==> src/rtl/gpio_port_pkg.sv <==
package gpio_port_pkg;
  typedef enum logic [1:0] {
    PM_QUASI     = 2'b00,
    PM_PUSHPULL  = 2'b01,
    PM_INPUT     = 2'b10,
    PM_OPENDRAIN = 2'b11
  } pin_mode_e;

  localparam logic [1:0] ADDR_DATA  = 2'd0;
  localparam logic [1:0] ADDR_MODE0 = 2'd1;
  localparam logic [1:0] ADDR_MODE1 = 2'd2;
endpackage

==> src/rtl/gpio_port_regs.sv <==
module gpio_port_regs
  import gpio_port_pkg::*;
#(
  parameter int unsigned PINS = 8,
  parameter logic [7:0] LATCH_RESET = 8'hFF
) (
  input  logic            clk,
  input  logic            rst_n,
  input  logic            wr_en,
  input  logic [1:0]      addr,
  input  logic [7:0]      wr_data,
  output logic [PINS-1:0] latch_q,
  output logic [PINS-1:0] mode0_q,
  output logic [PINS-1:0] mode1_q
);
  localparam logic [PINS-1:0] LATCH_INIT = LATCH_RESET[PINS-1:0];

  logic [PINS-1:0] wr_bits;
  assign wr_bits = wr_data[PINS-1:0];

  always_ff @(posedge clk or negedge rst_n) begin
    if (!rst_n) begin
      latch_q <= LATCH_INIT;
      mode0_q <= '0;
      mode1_q <= '0;
    end else if (wr_en) begin
      case (addr)
        ADDR_DATA:  latch_q <= wr_bits;
        ADDR_MODE0: mode0_q <= wr_bits;
        ADDR_MODE1: mode1_q <= wr_bits;
        default: ;
      endcase
    end
  end


  mode0_write_chk: assert property (@(posedge clk) disable iff (!rst_n)
    (wr_en && addr == ADDR_MODE0) |=> (mode0_q == $past(wr_data[PINS-1:0])));

  latch_write_chk: assert property (@(posedge clk) disable iff (!rst_n)
    (wr_en && addr == ADDR_DATA) |=> (latch_q == $past(wr_data[PINS-1:0])));
endmodule

==> src/rtl/gpio_port_sync.sv <==
module gpio_port_sync #(
  parameter int unsigned WIDTH  = 8,
  parameter int unsigned STAGES = 2
) (
  input  logic             clk,
  input  logic             rst_n,
  input  logic [WIDTH-1:0] din,
  output logic [WIDTH-1:0] dout
);
  logic [WIDTH-1:0] stage_q [STAGES];

  for (genvar s = 0; s < STAGES; s++) begin : g_stage
    always_ff @(posedge clk or negedge rst_n) begin
      if (!rst_n) stage_q[s] <= '0;
      else if (s == 0) stage_q[s] <= din;
      else stage_q[s] <= stage_q[(s == 0) ? 0 : s-1];
    end
  end

  assign dout = stage_q[STAGES-1];
endmodule

==> src/rtl/gpio_port_pin.sv <==
module gpio_port_pin
  import gpio_port_pkg::*;
#(
  parameter bit RST_LEVEL = 1'b1
) (
  input  logic      clk,
  input  logic      rst_n,
  input  pin_mode_e mode,
  input  logic      latch,
  output logic      pad_out,
  output logic      drv_hi,
  output logic      drv_lo,
  output logic      pull_up
);
  logic latch_prev_q;
  logic kick;

  always_ff @(posedge clk or negedge rst_n) begin
    if (!rst_n) latch_prev_q <= RST_LEVEL;
    else        latch_prev_q <= latch;
  end

  assign kick    = latch & ~latch_prev_q;
  assign pad_out = latch;

  always_comb begin
    drv_hi  = 1'b0;
    drv_lo  = 1'b0;
    pull_up = 1'b0;
    unique case (mode)
      PM_QUASI: begin
        drv_lo  = ~latch;
        pull_up = latch;
        drv_hi  = kick;
      end
      PM_PUSHPULL: begin
        drv_hi = latch;
        drv_lo = ~latch;
      end
      PM_OPENDRAIN: drv_lo = ~latch;
      default: ;
    endcase
  end


  no_contention_chk: assert property (@(posedge clk) disable iff (!rst_n)
    !(drv_hi && drv_lo));

  input_idle_chk: assert property (@(posedge clk) disable iff (!rst_n)
    (mode == PM_INPUT) |-> (!drv_hi && !drv_lo && !pull_up));

  od_no_high_chk: assert property (@(posedge clk) disable iff (!rst_n)
    (mode == PM_OPENDRAIN) |-> (!drv_hi && !pull_up));

  kick_single_chk: assert property (@(posedge clk) disable iff (!rst_n)
    (mode == PM_QUASI && drv_hi) |=> (mode != PM_QUASI || !drv_hi));

  kick_fires_chk: assert property (@(posedge clk) disable iff (!rst_n)
    ($rose(latch) && mode == PM_QUASI) |-> drv_hi);
endmodule

==> src/rtl/gpio_port.sv <==
module gpio_port
  import gpio_port_pkg::*;
#(
  parameter int unsigned PINS = 8,
  parameter logic [7:0] LATCH_RESET = 8'hFF
) (
  input  logic            clk,
  input  logic            rst_n,
  input  logic            wr_en,
  input  logic [1:0]      addr,
  input  logic [7:0]      wr_data,
  input  logic            rmw_rd,
  output logic [7:0]      rd_data,
  input  logic [PINS-1:0] pad_in,
  output logic [PINS-1:0] pad_out,
  output logic [PINS-1:0] drv_hi_en,
  output logic [PINS-1:0] drv_lo_en,
  output logic [PINS-1:0] pullup_en
);
  logic [PINS-1:0] latch_q, mode0_q, mode1_q, pad_sync;
  logic [PINS-1:0] rd_sel;

  gpio_port_regs #(.PINS(PINS), .LATCH_RESET(LATCH_RESET)) u_regs (
    .clk, .rst_n, .wr_en, .addr, .wr_data,
    .latch_q, .mode0_q, .mode1_q
  );

  gpio_port_sync #(.WIDTH(PINS), .STAGES(2)) u_sync (
    .clk, .rst_n, .din(pad_in), .dout(pad_sync)
  );

  for (genvar i = 0; i < PINS; i++) begin : g_pin
    gpio_port_pin #(.RST_LEVEL(LATCH_RESET[i])) u_pin (
      .clk, .rst_n,
      .mode    (pin_mode_e'({mode1_q[i], mode0_q[i]})),
      .latch   (latch_q[i]),
      .pad_out (pad_out[i]),
      .drv_hi  (drv_hi_en[i]),
      .drv_lo  (drv_lo_en[i]),
      .pull_up (pullup_en[i])
    );
  end

  always_comb begin
    case (addr)
      ADDR_DATA:  rd_sel = rmw_rd ? latch_q : pad_sync;
      ADDR_MODE0: rd_sel = mode0_q;
      ADDR_MODE1: rd_sel = mode1_q;
      default:    rd_sel = '0;
    endcase
    rd_data = '0;
    rd_data[PINS-1:0] = rd_sel;
  end


  upper_zero_chk: assert property (@(posedge clk) disable iff (!rst_n)
    (rd_data >> PINS) == 8'd0);

  pad_out_chk: assert property (@(posedge clk) disable iff (!rst_n)
    (wr_en && addr == ADDR_DATA) |=> (pad_out == $past(wr_data[PINS-1:0])));
endmodule

==> config.mk <==
export PLATFORM = sky130hd
export DESIGN_NAME = gpio_port
export DESIGN_NICKNAME = d
export VERILOG_FILES = /design/src/rtl/gpio_port_pkg.sv /design/src/rtl/gpio_port_regs.sv /design/src/rtl/gpio_port_sync.sv /design/src/rtl/gpio_port_pin.sv /design/src/rtl/gpio_port.sv
export SDC_FILE = /design/constraint.sdc
export NUM_CORES = 1
export LEC_CHECK = 0
export BUFFER_PORTS_ARGS = -buffer_cell sky130_fd_sc_hd__buf_2
export CAP_MARGIN = 40
export CORE_MARGIN = 2
export CORE_UTILIZATION = 54
export CTS_BUF_LIST = sky130_fd_sc_hd__clkbuf_4 sky130_fd_sc_hd__clkbuf_8
export DETAILED_ROUTE_END_ITERATION = 12
export PLACE_DENSITY = 0.85
export SLEW_MARGIN = 20
export SYNTH_ARGS = -nofsm -noshare
export SYNTH_HDL_FRONTEND = slang
export SYNTH_SLANG_ARGS = --single-unit
==> constraint.sdc <==
create_clock -name clk -period 1.25 [get_ports clk]
set_input_delay 0.125 -clock clk [delete_from_list [all_inputs] [get_ports clk]]
set_output_delay 0.125 -clock clk [all_outputs]
set_load 0.05 [all_outputs]
==> impl_metrics.py, run 1 <==
metrics = {
    "run_status": {
        "status": "complete, but fails checks",
        "violations": "setup timing",
    },
    "synthesis": {
        "synth_flop_cell": "dfrtp_1",
        "synthMuxAreaShare_pct": 16.0,
        "synth_xor_area_share_pct": 0,
        "synth_common_cells": "buf_4 (32), dfrtp_1 (32), mux2_2 (32)",
        "synth-simple-area-share_pct": 9.35,
        "yosysUniqueCellTypes": 18,
        "syn_area_um2": 2250,
        "synth_seq_cells": 48,
        "synth-edff-count": 0,
        "synth_top_area_share_pct": 35.6,
        "syn_avg_cell_area_um2": 12.7,
        "yosys.area.top_type": "dfrtp_1",
        "syn-num-nets": 199,
        "synth_compound_area_share_pct": 7.13,
        "synth_adder_area_share_pct": 0,
        "syn-instance-count": 177,
        "synth_area_leaders": "dfrtp_1 (36%), dfstp_2 (19%), mux2_2 (16%)",
        "synth_top_family_by_area": "multiplexers",
        "yosysWarnings": 0,
        "yosysSeqAreaShare_pct": 54.3,
        "async_flop_share_pct": 100,
    },
    "timing": {
        "slew_headroom_pct": 69.5,
        "setup_ws_ns": -0.337,
        "worst_pin_slew_ns": 0.456,
        "final_hold_viol_count": 0,
        "rsz0062_at_grt": "true",
        "clock_skew_ns": 0.00391,
        "slew_violations": 0,
        "fin_crit_sh_pct": 127,
        "finalSetupViolCount": 40,
        "fmax_ghz": 0.630,
        "finalCriticalPeriod_ns": 1.59,
    },
    "floorplanning": {
        "ios": 62,
        "core_um2": 4000,
        "row_count": 23,
        "die_w_um": 68.5,
        "die_h_um": 68.5,
        "die_area_um2": 4690,
        "start_util_pct": 56.2,
    },
    "power": {
        "power.density_nw_per_um2": 1690,
        "p_int_uw": 3640,
        "p_leak_uw": 0.00166,
        "p_sw_share_pct": 39.0,
        "p_comb_share_pct": 50.1,
        "power_switching_uw": 2330,
        "ir_drop_uv": 1310,
        "power.share.clock_pct": 15.8,
        "p_seq_share_pct": 34.1,
    },
    "clock_tree": {
        "cts_tree": "built",
        "cts_buffer_depth": 2,
        "cts-root-buf": "clkbuf_8",
        "cts.sink_count": 48,
        "cts-buffers-inserted": 5,
        "clock_latency_ns": 0.29,
        "clk_pin_slew_ns": 0.09,
        "htreeDepth": 2,
    },
    "route": {
        "via_per_inst": 5.31,
        "ant_nets": 0,
        "wl_mm": 6.12,
        "drc_errors": 0,
        "wl_met2_mm": 3.17,
        "firstDrtPassIters": 4,
        "wl_met1_mm": 2.47,
        "top_layer": "met4",
        "wl_per_cell_um": 19.4,
        "wl_met3_um": 277,
        "drt_iter0_drc": 39,
        "vias": 1674,
    },
    "critical_path": {
        "cp.buffers_inverters": 1,
        "cp_slowest_cell": "dfrtp_1",
        "cp_max_fo": 1,
        "rr_startpoint": "u_regs.latch_q[0]$_DFFE_PN1P_",
        "critical_path_required_ns": 1.12,
        "r2r_slack_ns": 0.06,
        "critPathCaptureType": "primary output",
        "path_delay_family": "flip-flops",
        "cp_cell_sequence": "mux2_4 -> a221o_2 -> buf_8",
        "worstPathArrival_ns": 1.46,
        "path_class": "reg -> out",
        "critPathLaunch": "u_sync.dout[1]$_DFF_PN0_",
        "critPathLaunchType": "flip-flop",
        "cpPeakStageDelay_ns": 0.39,
    },
    "global_routing": {
        "antenna_found_initial": 0,
        "grt_start_max_net_pins": 49,
        "grt_use_total_pct": 26.4,
        "overflow": 0,
        "grt_pass1_vias": 1740,
        "grt_pass1_wl_mm": 8.69,
    },
    "flow_run": {
        "max_cap_viol_count": 0,
    },
    "min_path": {
        "hold_path.class": "in -> reg",
        "hp-start": "wr_data[2]",
    },
    "layout": {
        "fin_area_um2": 3520,
        "layout.nets": 286,
        "synthToLayoutAreaGrowth_pct": 56.7,
        "final_layout_size_suffix_gt1_share_pct": 77.7,
        "antenna_cells": 0,
    },
    "placed_design": {
        "placed_area_um2": 2560,
        "place.gp.congestion": 0.756,
        "dpl_worst_slack_ns": -0.175,
        "hpwlAfterDp_mm": 3.11,
        "io_buffers": 61,
    },
}
-- path summary, 6_finish.rpt --
check / end / cells after the start
worst max-delay path: rd_data[1] / 3
min in group asynchronous: u_sync.stage_q[11]$_DFF_PN0_ / 3
worst min-delay path: u_regs.mode1_q[2]$_DFFE_PN0P_ / 2
max in group asynchronous: g_pin[1].u_pin.latch_prev_q$_DFF_PN1_ / 3
worst min register to register: u_sync.dout[7]$_DFF_PN0_ / 0
worst max register to register: u_regs.latch_q[0]$_DFFE_PN1P_ / 5
-- layer usage --
metal / GRT usage [%] / vias up
met4: 9.75 / 0
met5: 0 / -
met2: 46.6 / 67
met3: 5.36 / 18
li1: - / 755
met1: 31.7 / 834
-- cell type report --
class                           count  area [um2]
Timing Repair Buffer              116        1140
Clock inverter                      2        10.0
Tap cell                           50        62.6
Clock buffer                        6        82.6
Sequential cell                    48        1220
Multi-Input combinational cell     85         972
Fill cell                         167         479
Inverter                            8        30.0
-- per-stage QoR --
step           util (%)  total power [uW]  hold WS [ns]  TNS, ns  cells
2_1_floorplan         -              3610        -0.171        0    177
3_3_place_gp       63.8              3830         0.125    -2.65    276
3_5_place_dp       64.0              3880         0.126    -1.36    277
4_1_cts            85.5              5740        0.0836    -6.69    311
5_1_grt            88.0              6190        0.0717    -8.57    315
6_report           88.0              5970        0.0829    -6.96    315
-- state kept, by name, indices dropped and copies added (netlist names) --
| signal | flops |
|---|---|
| u_regs.latch_q | 8 |
| u_regs.mode1_q | 8 |
| g_pin.u_pin.latch_prev_q | 8 |
| u_regs.mode0_q | 8 |
| u_sync.dout | 8 |
| u_sync.stage_q | 8 |
-- worst reg2reg max path, cell delays in order, from the launching register on --
cell and delay [ns]:
dfstp_2 0.39, buf_6 0.12, buf_6 0.12, buf_4 0.13
buf_4 0.12, mux2_2 0.25
-- placed cells by master (no fill, tap or decap) --
cell type and n:
inv_2 1, a221o_1 1, dfstp_2 16, inv_1 7
nor2_4 8, nand3b_2 1, clkinv_2 2, buf_8 19
a21oi_4 4, dlygate4sd3_1 9, a21oi_2 12, nor2b_1 1
buf_6 39, nand3b_4 1, buf_4 27, nand2b_4 8
clkbuf_8 6, a221o_2 7, nor3b_4 1, nor2_1 1
mux2_4 6, and3b_1 8, mux2_2 26, buf_12 1
buf_2 21, dfrtp_1 32
-- power by group through the flow --
stage | Clock [uW] | Combinational (uW) | Sequential (uW)
2_1_floorplan | 0 | 1600 | 2010
3_3_place_gp | 0 | 1850 | 1980
3_5_place_dp | 0 | 1880 | 2000
4_1_cts | 952 | 2790 | 2000
5_1_grt | 1030 | 3100 | 2060
6_report | 943 | 2990 | 2030
-- logic make-up after synthesis --
kind of cell	Yosys count
DFF	48
buffers and inverters	44
AOI/OAI and AO/OA	24
and+or+nand+nor	29
muxes	32
-- what timing repair did --
| item | CTS | global route |
|---|---|---|
| setup endpoints to repair | 40 | 40 |
| pin swaps | 8 | 3 |
| resized for setup | 153 | 18 |
| endpoints found under the hold margin | 40 | 0 |
| hold buffers | 9 | 0 |
| setup buffers | 17 | 8 |
No activity file was read; power rests on OpenSTA's default activity.
==> inputs of run 2 (changes only) <==
Settings changed: SETUP_SLACK_MARGIN from default to 0.5, SKIP_CTS_REPAIR_TIMING from default to 1.
==> run 2 against run 1 <==
  * Via count fell by 1.0%
  * Worst setup slack worse by 0.034 ns
  * The flow still finishes with violations (setup timing)
  * Critical path type unchanged
  * Non-clock buffer count decreased by 3
  * Combinational power grew 2%
==> impl_metrics.py, run 2 (synthesis results as in run 1) <==
metrics = {
    "route": {
        "drt_iter0_drc": 64,
        "via_per_inst": 5.31,
        "drc_errors": 0,
        "firstDrtPassIters": 4,
        "ant_nets": 0,
        "vias": 1657,
        "wl_per_cell_um": 20.7,
        "wl_mm": 6.47,
    },
    "global_routing": {
        "grt_pass1_vias": 1379,
        "gr-usage-met2_pct": 35.6,
        "grt_use_met3_pct": 4.55,
        "grt_start_max_net_pins": 49,
        "grt_use_total_pct": 20.2,
        "overflow": 0,
        "antenna_found_initial": 0,
        "grt_use_met1_pct": 23.8,
        "grt_busiest_layer": "met2",
        "grt_pass1_wl_mm": 6.69,
    },
    "clock_tree": {
        "cts_buffer_depth": 2,
        "cts.sink_count": 48,
        "cts-root-buf": "clkbuf_8",
        "cts-buffers-inserted": 5,
        "clock_latency_ns": 0.30,
        "clk_pin_slew_ns": 0.09,
        "htreeDepth": 2,
        "cts_tree": "built",
    },
    "timing": {
        "fin_crit_sh_pct": 130,
        "fmax_ghz": 0.617,
        "setup_ws_ns": -0.371,
        "final_hold_viol_count": 0,
        "clock_skew_ns": 0.00381,
        "finalCriticalPeriod_ns": 1.62,
        "slew_violations": 0,
        "finalSetupViolCount": 38,
        "worst_pin_slew_ns": 0.822,
        "slew_headroom_pct": 45.1,
        "rsz0062_at_grt": "true",
        "tns_ns": -7.36,
    },
    "placed_design": {
        "place.gp.congestion": 0.786,
        "hpwlAfterDp_mm": 3.24,
        "io_buffers": 61,
        "dpl_worst_slack_ns": -0.264,
        "placed_area_um2": 2690,
    },
    "critical_path": {
        "critPathCaptureType": "primary output",
        "rr_startpoint": "u_regs.mode0_q[3]$_DFFE_PN0P_",
        "cp_slowest_cell": "dfrtp_1",
        "path_class": "reg -> out",
        "critPathLaunchType": "flip-flop",
        "r2r-end": "u_regs.mode0_q[3]$_DFFE_PN0P_",
        "cpPeakStageDelay_ns": 0.40,
        "path_delay_family": "flip-flops",
        "cp_max_fo": 1,
        "reg2reg_depth": 3,
        "cp.buffers_inverters": 1,
        "r2r_slack_ns": 0.23,
        "worstPathArrival_ns": 1.50,
        "critical_path_required_ns": 1.12,
        "cp_cell_sequence": "mux2_4 -> a221o_2 -> buf_6",
    },
    "floorplanning": {
        "row_count": 23,
        "core_um2": 4000,
        "die_h_um": 68.5,
        "ios": 62,
        "start_util_pct": 56.2,
        "die_w_um": 68.5,
        "die_area_um2": 4690,
    },
    "min_path": {
        "hp-start": "wr_data[5]",
        "min_path_cells": 2,
        "worstHoldEndpoint": "u_regs.mode1_q[5]$_DFFE_PN0P_",
        "hold_path.class": "in -> reg",
    },
    "layout": {
        "fin_area_um2": 3610,
        "synthToLayoutAreaGrowth_pct": 60.6,
        "final_layout_size_suffix_gt1_share_pct": 78.2,
        "layout_commonest_cell": "buf_6",
        "antenna_cells": 0,
        "layout.nets": 283,
        "final_cell_mix": "buf_6 (59), dfrtp_1 (32), mux2_4 (29)",
    },
    "flow_run": {
        "max_cap_viol_count": 0,
    },
    "run_status": {
        "status": "complete, but fails checks",
        "violations": "setup timing",
    },
    "power": {
        "ir_drop_uv": 1170,
        "p_leak_uw": 0.00177,
        "power.density_nw_per_um2": 1690,
        "power.total_uw": 6090,
    },
}
-- run 2: changes by cell type in the layout (fill, tap and decap cells not counted), sizes merged --
cell    previous run  this run
clkinv             2         0
clkbuf             6         8
buf              107       104
-- run 2: area by class of cell --
cell class,count,area [um2]
Sequential cell,48,1220
Timing Repair Buffer,113,1160
Multi-Input combinational cell,85,1040
Fill cell,161,390
Clock buffer,8,97.6
Tap cell,50,62.6
Inverter,8,32.5
-- run 2: worst max path at each step --
stage	start	to	slack (ns)	cells after the start
detailed placement	addr[1]	rd_data[2]	-0.26	4
global route	u_sync.dout[7]$_DFF_PN0_	rd_data[7]	-0.39	3
finish	u_sync.dout[7]$_DFF_PN0_	rd_data[7]	-0.37	3
floorplan	u_regs.latch_q[5]$_DFFE_PN1P_	rd_data[5]	0.05	2
CTS	u_sync.dout[2]$_DFF_PN0_	rd_data[2]	-0.35	3
global placement	addr[1]	rd_data[6]	-0.24	4
-- run 2: where the power goes --
| part | switching [uW] | total [uW] | internal (uW) |
|---|---|---|---|
| sequential | 189 | 2040 | 1850 |
| combinational | 1650 | 3060 | 1410 |
| clock | 500 | 996 | 496 |
-- run 2: per-stage QoR --
step | util [%] | cells | hold WS [ns]
3_5_place_dp | 67.2 | 277 | 0.124
4_1_cts | 69.6 | 285 | -0.191
6_report | 90.2 | 312 | 0.0917
2_1_floorplan | - | 177 | -0.171
3_3_place_gp | 67.2 | 277 | 0.123
5_1_grt | 90.2 | 312 | 0.0800
-- run 2: metal layers --
layer	wire (um)	part of all wire, %	up-vias
met5	0	0	-
met4	150	2.3	0
met3	265	4.1	14
met2	3680	57	56
met1	2370	37	840
li1	-	-	747
==> inputs of run 3 (changes only) <==
Settings changed: CORE_MARGIN 2 to 4.
==> run 3 against run 2 <==
  * Sequential share of layout area is 0.28 points lower
  * The run still ends with setup timing left
  * Worst setup slack gained 0.032 ns
  * Core utilization is 0.84 points higher
  * Maximum frequency grew 2.0%
  * Global-route usage shrank 1.5 points
  * Register-to-register slack got worse by 0.12 ns
  * Highest routed layer unchanged
  * Largest power group unchanged
  * Largest cell class unchanged
  * Cell area increased by 0.94%
  * Wire length rose by 4.9%
  * Count of clock-buffer cells in the layout unchanged
==> impl_metrics.py, run 3 (synthesis results as in run 1) <==
metrics = {
    "floorplanning": {
        "die_h_um": 72.5,
        "core_um2": 4000,
        "start_util_pct": 56.2,
        "ios": 62,
        "die_w_um": 72.5,
        "die_area_um2": 5260,
        "row_count": 23,
    },
    "timing": {
        "rsz0062_at_grt": "true",
        "slew_violations": 0,
        "fmax_ghz": 0.629,
        "whs_ns": 0.0844,
        "fin_crit_sh_pct": 127,
        "finalSetupViolCount": 40,
        "slew_headroom_pct": 49.9,
        "clock_skew_ns": 0.00189,
        "setup_ws_ns": -0.339,
        "final_hold_viol_count": 0,
        "worst_pin_slew_ns": 0.749,
        "finalCriticalPeriod_ns": 1.59,
    },
    "power": {
        "ir_drop_uv": 1300,
        "power.density_nw_per_um2": 1700,
        "p_leak_uw": 0.00178,
    },
    "min_path": {
        "hold_path.class": "in -> reg",
    },
    "clock_tree": {
        "cts_tree": "built",
        "clk_pin_slew_ns": 0.09,
        "cts_buffer_depth": 2,
        "clock_latency_ns": 0.30,
        "htreeDepth": 2,
        "cts-buffers-inserted": 5,
        "cts.sink_count": 48,
        "cts-root-buf": "clkbuf_8",
    },
    "critical_path": {
        "critPathCaptureType": "primary output",
        "reg2reg_depth": 5,
        "path_class": "reg -> out",
        "r2r-end": "u_regs.latch_q[4]$_DFFE_PN1P_",
        "critical_path_required_ns": 1.12,
        "rr_startpoint": "u_regs.latch_q[4]$_DFFE_PN1P_",
        "worstPathArrival_ns": 1.46,
        "r2r_slack_ns": 0.11,
        "critPathLaunch": "u_sync.dout[2]$_DFF_PN0_",
        "crit_path_end": "rd_data[2]",
        "critPathLaunchType": "flip-flop",
        "cp_max_fo": 1,
    },
    "global_routing": {
        "grt_pass1_wl_mm": 7.36,
        "gr-usage-met2_pct": 31.2,
        "overflow": 0,
        "grt_start_max_net_pins": 49,
        "grt_use_met1_pct": 23.3,
        "antenna_found_initial": 0,
        "grt_pass1_vias": 1471,
        "grt_busiest_layer": "met2",
        "grt_use_met3_pct": 5.40,
        "grt_use_total_pct": 18.7,
    },
    "route": {
        "ant_nets": 0,
        "wl_mm": 6.79,
        "vias": 1724,
        "drc_errors": 0,
        "drt_iter0_drc": 105,
        "firstDrtPassIters": 4,
        "via_per_inst": 5.47,
        "wl_per_cell_um": 21.5,
    },
    "layout": {
        "fin_area_um2": 3640,
        "layout_commonest_cell": "buf_6",
        "fin_util_pct": 91.1,
        "nFillCells": 140,
        "final_layout_size_suffix_gt1_share_pct": 79.6,
        "final_cell_mix": "buf_6 (66), dfrtp_1 (31), mux2_4 (28)",
        "layout.nets": 286,
        "synthToLayoutAreaGrowth_pct": 62.1,
        "antenna_cells": 0,
    },
    "flow_run": {
        "max_cap_viol_count": 0,
    },
    "placed_design": {
        "place.gp.congestion": 0.777,
        "io_buffers": 61,
        "hpwlAfterDp_mm": 3.25,
        "placed_area_um2": 2660,
    },
    "run_status": {
        "violations": "setup timing",
        "status": "complete, but fails checks",
    },
}
-- run 3: power by group --
part,leakage [uW],switching (uW),internal (uW),total [uW]
logic,0.00118,1680,1460,3130
clock network,0.0000523,509,496,1000
registers,0.000543,195,1850,2050
-- run 3: routing by layer --
layer  vias to the layer above  part of all wire, %
met2                        69                   52
met1                       883                   39
met4                         0                  3.1
met5                         -                    0
met3                        20                  5.8
li1                        752                    -
-- run 3: critical path, cell delays in order (launching register included) --
cell and delay (ns):
dfrtp_1 0.39, mux2_4 0.27, a221o_2 0.35, buf_6 0.16
-- run 3: worst min path at each step --
stage	start	endpoint	slack, ns	cells after the start
after CTS	rst_n	u_sync.dout[7]$_DFF_PN0_	-0.20	2
after floorplan	rst_n	u_regs.mode0_q[0]$_DFFE_PN0P_	-0.17	0
after detailed placement	rst_n	u_sync.stage_q[15]$_DFF_PN0_	0.13	2
after global placement	rst_n	u_sync.stage_q[10]$_DFF_PN0_	0.12	2
final	wr_data[3]	u_regs.mode1_q[3]$_DFFE_PN0P_	0.08	2
after global routing	wr_data[4]	u_regs.latch_q[4]$_DFFE_PN1P_	0.09	2
-- run 3: cell type report --
| class | count | area (um2) | area share [%] |
|---|---|---|---|
| Multi-Input combinational cell | 85 | 1050 | 28.7 |
| Tap cell | 50 | 62.6 | 1.72 |
| Clock buffer | 8 | 97.6 | 2.68 |
| Timing Repair Buffer | 116 | 1180 | 32.3 |
| Sequential cell | 48 | 1220 | 33.6 |
| Inverter | 8 | 35.0 | 0.962 |
-- run 3: per-stage QoR --
step / instances / setup TNS, ns / total power, uW / worst slack (ns)
CTS: 283 / -8.86 / 4980 / -0.377
floorplan: 177 / 0 / 3730 / 0.0469
global placement: 275 / -2.08 / 3970 / -0.274
finish: 315 / -7.49 / 6180 / -0.339
global route: 315 / -8.94 / 6400 / -0.376
detailed placement: 275 / -2.35 / 4010 / -0.302
